File: config.mk
export PLATFORM = sky130hd
export DESIGN_NAME = cla_adder
export DESIGN_NICKNAME = d
export VERILOG_FILES = /design/src/rtl/cla_pkg.sv /design/src/rtl/cla_bit_gp.sv /design/src/rtl/cla_group.sv /design/src/rtl/cla_level2.sv /design/src/rtl/cla_adder.sv
export SDC_FILE = /design/constraint.sdc
export NUM_CORES = 1
export LEC_CHECK = 0
export BUFFER_PORTS_ARGS = -buffer_cell sky130_fd_sc_hd__buf_2
export CAP_MARGIN = 25
export CORE_UTILIZATION = 50
export DETAILED_ROUTE_END_ITERATION = 10
export PLACE_DENSITY = 0.84
export RECOVER_POWER = 25
export SYNTH_ARGS = -nofsm -noshare
export SYNTH_HDL_FRONTEND = slang
export SYNTH_SLANG_ARGS = --single-unit
File: constraint.sdc
create_clock -name vclk -period 3.1
set_clock_uncertainty 0.2 [all_clocks]
set_input_delay 0.62 -clock vclk [all_inputs]
set_output_delay 0.62 -clock vclk [all_outputs]
set_load 0.02 [all_outputs]
File: src/rtl/cla_pkg.sv
// Package cla_pkg
// Shared lookahead helpers for the adder. la_carry computes a carry as a flat
// sum of products. rip_carry computes the same carry by serial recurrence and
// is used only as a reference inside the assertions.
// Assumes: vectors are at most 64 entries wide; unused upper entries are zero.
package cla_pkg;

    localparam int unsigned LA_MAX = 64;

    // Carry into position idx from generate/propagate vectors and carry c0.
    function automatic logic la_carry(input logic [LA_MAX-1:0] g,
                                      input logic [LA_MAX-1:0] p,
                                      input logic              c0,
                                      input int unsigned       idx);
        logic res;
        logic term;
        res = 1'b0;
        for (int unsigned k = 0; k < LA_MAX; k++) begin
            if (k < idx) begin
                term = g[k];
                for (int unsigned m = 0; m < LA_MAX; m++) begin
                    if (m > k && m < idx) term = term & p[m];
                end
                res = res | term;
            end
        end
        term = c0;
        for (int unsigned m = 0; m < LA_MAX; m++) begin
            if (m < idx) term = term & p[m];
        end
        return res | term;
    endfunction

    // Reference carry by serial recurrence, used only by assertions.
    function automatic logic rip_carry(input logic [LA_MAX-1:0] g,
                                       input logic [LA_MAX-1:0] p,
                                       input logic              c0,
                                       input int unsigned       idx);
        logic c;
        c = c0;
        for (int unsigned k = 0; k < LA_MAX; k++) begin
            if (k < idx) c = g[k] | (p[k] & c);
        end
        return c;
    endfunction

endpackage

File: src/rtl/cla_bit_gp.sv
// Module cla_bit_gp
// Forms the per-bit generate and propagate terms for all operand bits.
// Assumes: purely combinational, operands already aligned bit for bit.
module cla_bit_gp #(
    parameter int unsigned WIDTH = 16
) (
    input  logic [WIDTH-1:0] a_bits,
    input  logic [WIDTH-1:0] b_bits,
    output logic [WIDTH-1:0] gen_bits,
    output logic [WIDTH-1:0] prop_bits
);

    for (genvar i = 0; i < WIDTH; i++) begin : g_bit
        // Generate and propagate terms of bit i.
        always_comb begin
            gen_bits[i]  = a_bits[i] & b_bits[i];
            prop_bits[i] = a_bits[i] | b_bits[i];
            AST_GEN_IMPLIES_PROP: assert (!(gen_bits[i] && !prop_bits[i])) else $error("generate without propagate at bit %0d", i);
        end
    end

endmodule

File: src/rtl/cla_group.sv
// Module cla_group
// One lookahead group. From its bits' generate/propagate terms and its carry-in
// it produces the carry into every bit, plus a group generate and propagate.
// Assumes: GRP_W <= 64; the carry-in comes from the second lookahead level.
module cla_group
    import cla_pkg::*;
#(
    parameter int unsigned GRP_W = 4
) (
    input  logic [GRP_W-1:0] gen_bits,
    input  logic [GRP_W-1:0] prop_bits,
    input  logic             grp_cin,
    output logic [GRP_W-1:0] bit_carry,
    output logic             grp_gen,
    output logic             grp_prop
);

    // Widen the terms to the package vector size.
    logic [LA_MAX-1:0] g_wide;
    logic [LA_MAX-1:0] p_wide;

    // Zero-extended copies of the group's terms.
    always_comb begin
        g_wide             = '0;
        p_wide             = '0;
        g_wide[GRP_W-1:0]  = gen_bits;
        p_wide[GRP_W-1:0]  = prop_bits;
    end

    // Lookahead carry into each bit of the group.
    always_comb begin
        for (int unsigned k = 0; k < GRP_W; k++) begin
            bit_carry[k] = la_carry(g_wide, p_wide, grp_cin, k);
            AST_GRP_CARRY: assert (bit_carry[k] == rip_carry(g_wide, p_wide, grp_cin, k)) else $error("group carry %0d wrong", k);
        end
    end

    // Group generate and propagate terms.
    always_comb begin
        grp_gen  = la_carry(g_wide, p_wide, 1'b0, GRP_W);
        grp_prop = &prop_bits;
        AST_GRP_GP_OUT: assert ((grp_gen | (grp_prop & grp_cin)) == rip_carry(g_wide, p_wide, grp_cin, GRP_W)) else $error("group G/P inconsistent");
    end

endmodule

File: src/rtl/cla_level2.sv
// Module cla_level2
// Second lookahead level. It forms the carry into every group, and the final
// carry, from the group generate/propagate terms as flat sums of products.
// Assumes: N_GRP < 64.
module cla_level2
    import cla_pkg::*;
#(
    parameter int unsigned N_GRP = 4
) (
    input  logic [N_GRP-1:0] grp_gen,
    input  logic [N_GRP-1:0] grp_prop,
    input  logic             carry_in,
    output logic [N_GRP:0]   grp_carry
);

    logic [LA_MAX-1:0] gg_wide;
    logic [LA_MAX-1:0] gp_wide;

    // Zero-extended copies of the group terms.
    always_comb begin
        gg_wide            = '0;
        gp_wide            = '0;
        gg_wide[N_GRP-1:0] = grp_gen;
        gp_wide[N_GRP-1:0] = grp_prop;
    end

    // Carry into each group and out of the last one.
    always_comb begin
        for (int unsigned j = 0; j <= N_GRP; j++) begin
            grp_carry[j] = la_carry(gg_wide, gp_wide, carry_in, j);
            AST_L2_CARRY: assert (grp_carry[j] == rip_carry(gg_wide, gp_wide, carry_in, j)) else $error("level-2 carry %0d wrong", j);
        end
    end

endmodule

File: src/rtl/cla_adder.sv
// Module cla_adder
// Two-level carry-lookahead adder: per-bit generate/propagate, GROUP_W-bit
// lookahead groups, and a second lookahead level across the groups.
// Assumes: WIDTH is a multiple of GROUP_W; purely combinational, no reset.
module cla_adder #(
    parameter int unsigned WIDTH   = 16,
    parameter int unsigned GROUP_W = 4
) (
    input  logic [WIDTH-1:0] a_in,
    input  logic [WIDTH-1:0] b_in,
    input  logic             carry_in,
    output logic [WIDTH-1:0] sum_out,
    output logic             carry_out
);

    localparam int unsigned N_GRP = WIDTH / GROUP_W;

    logic [WIDTH-1:0] gen_bits;
    logic [WIDTH-1:0] prop_bits;
    logic [WIDTH-1:0] bit_carry;
    logic [N_GRP-1:0] grp_gen;
    logic [N_GRP-1:0] grp_prop;
    logic [N_GRP:0]   grp_carry;

    cla_bit_gp #(.WIDTH(WIDTH)) u_gp (
        .a_bits    (a_in),
        .b_bits    (b_in),
        .gen_bits  (gen_bits),
        .prop_bits (prop_bits)
    );

    for (genvar gi = 0; gi < N_GRP; gi++) begin : g_grp
        cla_group #(.GRP_W(GROUP_W)) u_grp (
            .gen_bits  (gen_bits[gi*GROUP_W +: GROUP_W]),
            .prop_bits (prop_bits[gi*GROUP_W +: GROUP_W]),
            .grp_cin   (grp_carry[gi]),
            .bit_carry (bit_carry[gi*GROUP_W +: GROUP_W]),
            .grp_gen   (grp_gen[gi]),
            .grp_prop  (grp_prop[gi])
        );
    end

    cla_level2 #(.N_GRP(N_GRP)) u_l2 (
        .grp_gen   (grp_gen),
        .grp_prop  (grp_prop),
        .carry_in  (carry_in),
        .grp_carry (grp_carry)
    );

    // Sum bits from operand bits and lookahead carries.
    always_comb begin
        sum_out   = a_in ^ b_in ^ bit_carry;
        carry_out = grp_carry[N_GRP];
    end

endmodule

==> results.json <==
{
  "num-nets-final": 285,
  "rsz0062_at_grt": "yes",
  "irDropWorstVdd_mv": 0.1842,
  "port-buffer-count": 50,
  "initial_core_util_pct": 54.31,
  "final.setup.tns_ns": -0.8408,
  "synth.top_cell.area_share_pct": 36.82,
  "yosysWarningCount": 0,
  "die_area_um2": 2365,
  "synth_area_um2": 1087,
  "critPathLaunchType": "input port",
  "drt_pass1_iterations": 4,
  "dpl.hpwl_um": 1987,
  "postSynthCellCount": 142,
  "num-clock-buffers": 0,
  "syn_avg_cell_area_um2": 7.657,
  "drv_cap": 0,
  "antenna_cells": 0,
  "die_y_um": 48.63,
  "crit_required_ns": 2.28,
  "hold_path.class": "in2out",
  "slew_headroom_pct": 71.41,
  "gp_congestion": 0.7931,
  "synth.most_common_cell": "inv_1",
  "core_um2": 2002,
  "fin_crit_sh_pct": 105.2,
  "drv_slew": 0,
  "synth_area_leader_cell": "ha_1",
  "grt_first_pass_wirelength_um": 4353,
  "finalSetupViolCount": 12,
  "wl_um": 5125,
  "period_minus_slack_ns": 3.261,
  "wl_per_cell_um": 21.27,
  "violations": "negative setup slack",
  "drive_above_1_share_pct": 60.28,
  "grt_use_total_pct": 21.84,
  "ant_nets": 0,
  "multi_input_area_um2": 1195,
  "area_growth_pct": 75.83,
  "viasPerCell": 5.954,
  "crit_type": "in2out",
  "crit_fanout": 3,
  "synthTopCellsByCount": "42 x inv_1, 32 x ha_1, 10 x nor2_1",
  "grt_pass1_vias": 1119,
  "p_leak_uw": 0.0009642,
  "status": "finished with violations",
  "hold_viol_final": 0,
  "p_per_area_nw_per_um2": 229.8,
  "synthTopCellsByArea": "ha_1 37%, inv_1 14%, fa_1 7.4%",
  "tightest_slew_ns": 0.4257,
  "syn_nets": 211,
  "vias": 1435,
  "seqCellArea_um2": 0,
  "drt_first_iter_violations": 48,
  "io_pins": 50,
  "seq_cell_count": 0,
  "fin_ws_ns": -0.1608,
  "holdPathStages": 3,
  "yosysSeqAreaShare_pct": 0,
  "grt.overflow.total": 0,
  "grt_start_max_net_pins": 6,
  "fillers": 50,
  "ys_types": 31,
  "max_freq_mhz": 306.7,
  "critPathArrivalTime_ns": 2.44,
  "grt_antenna_before_repair": 0,
  "die_width_um": 48.63,
  "hold_buffers": 0,
  "end_kind": "output port",
  "drcViolationCount": 0,
  "dp.cells": 234,
  "rows": 16,
  "final-instance-count-excl-fill": 241
}
## path summary, 6_finish.rpt
| check | slack [ns] | from | end |
|---|---|---|---|
| min | 1.52 | b_in[12] | sum_out[12] |
| max | -0.16 | a_in[2] | sum_out[15] |
## cell usage in the layout (no fill, tap or decap), types with 2 or more instances in the layout
cell type  count
a21oi_1        2
a21oi_2        6
buf_2         31
buf_4         27
buf_6          8
buf_8          4
clkbuf_1       2
fa_2           3
ha_1          19
ha_2           3
ha_4          10
inv_1         25
inv_2         13
inv_4          4
nand2_1        3
nand2b_1       3
nand3_2        2
nor2_1         9
nor2b_4        2
nor4_4         2
o21ai_2        2
o21bai_1       2
xnor2_1        3
xor2_1         8
## metrics by stage
| stage | util, % | area (um2) | hold slack [ns] | worst slack [ns] | total power (uW) |
|---|---|---|---|---|---|
| after floorplan | - | 1087 | 1.296 | 0.02395 | 193.9 |
| after global placement | 74.13 | 1484 | 1.458 | -0.06068 | 287.8 |
| after detailed placement | 74.13 | 1484 | 1.465 | -0.1110 | 297.1 |
| after CTS | 78.31 | 1568 | 1.501 | -0.002549 | 321.9 |
| after global routing | 95.50 | 1912 | 1.519 | -0.2364 | 454.8 |
| final | 95.50 | 1912 | 1.516 | -0.1608 | 439.3 |
## metal layers
layer / global-route usage (%) / share of wire, % / vias to the layer above
met5: 0 / 0 / -
met4: 1.471 / 11 / 0
met3: 0.6289 / 7.7 / 64
met2: 45.83 / 49 / 147
met1: 24.57 / 32 / 632
li1: - / - / 592
## final cells by class
type / count / share of cell area (%)
Timing Repair Buffer: 72 / 26.96
Multi-Input combinational cell: 100 / 62.50
Inverter: 42 / 8.770
Tap cell: 27 / 1.767
## kinds of logic after synthesis
kind of cell / count (synthesis) / share of synthesized area (%)
AO/OA/AOI/OAI: 22 / 15.42
XOR/XNOR: 11 / 8.861
adder cells (fa/ha/maj): 36 / 44.19
buffers and inverters: 42 / 14.50
AND/OR/NAND/NOR: 31 / 17.03
## worst max-delay path, cell delays in order
cell and delay, ns:
buf_2 0.12, inv_1 0.07, ha_1 0.23, nor2_4 0.08
buf_4 0.15, a41oi_4 0.25, a21oi_2 0.12, nor4_2 0.33
nor2_1 0.13, xor2_1 0.18, buf_4 0.16
## where the power goes
part | switching, uW | total [uW] | internal, uW
clock network | 0 | 0 | 0
logic | 245 | 439 | 194
registers | 0 | 0 | 0
## what timing repair did
action	CTS	global route
setup endpoints to repair	8	13
resized for setup	20	81
pin swaps	6	30
buffers inserted	2	5
No activity file was read; power rests on OpenSTA's default activity.
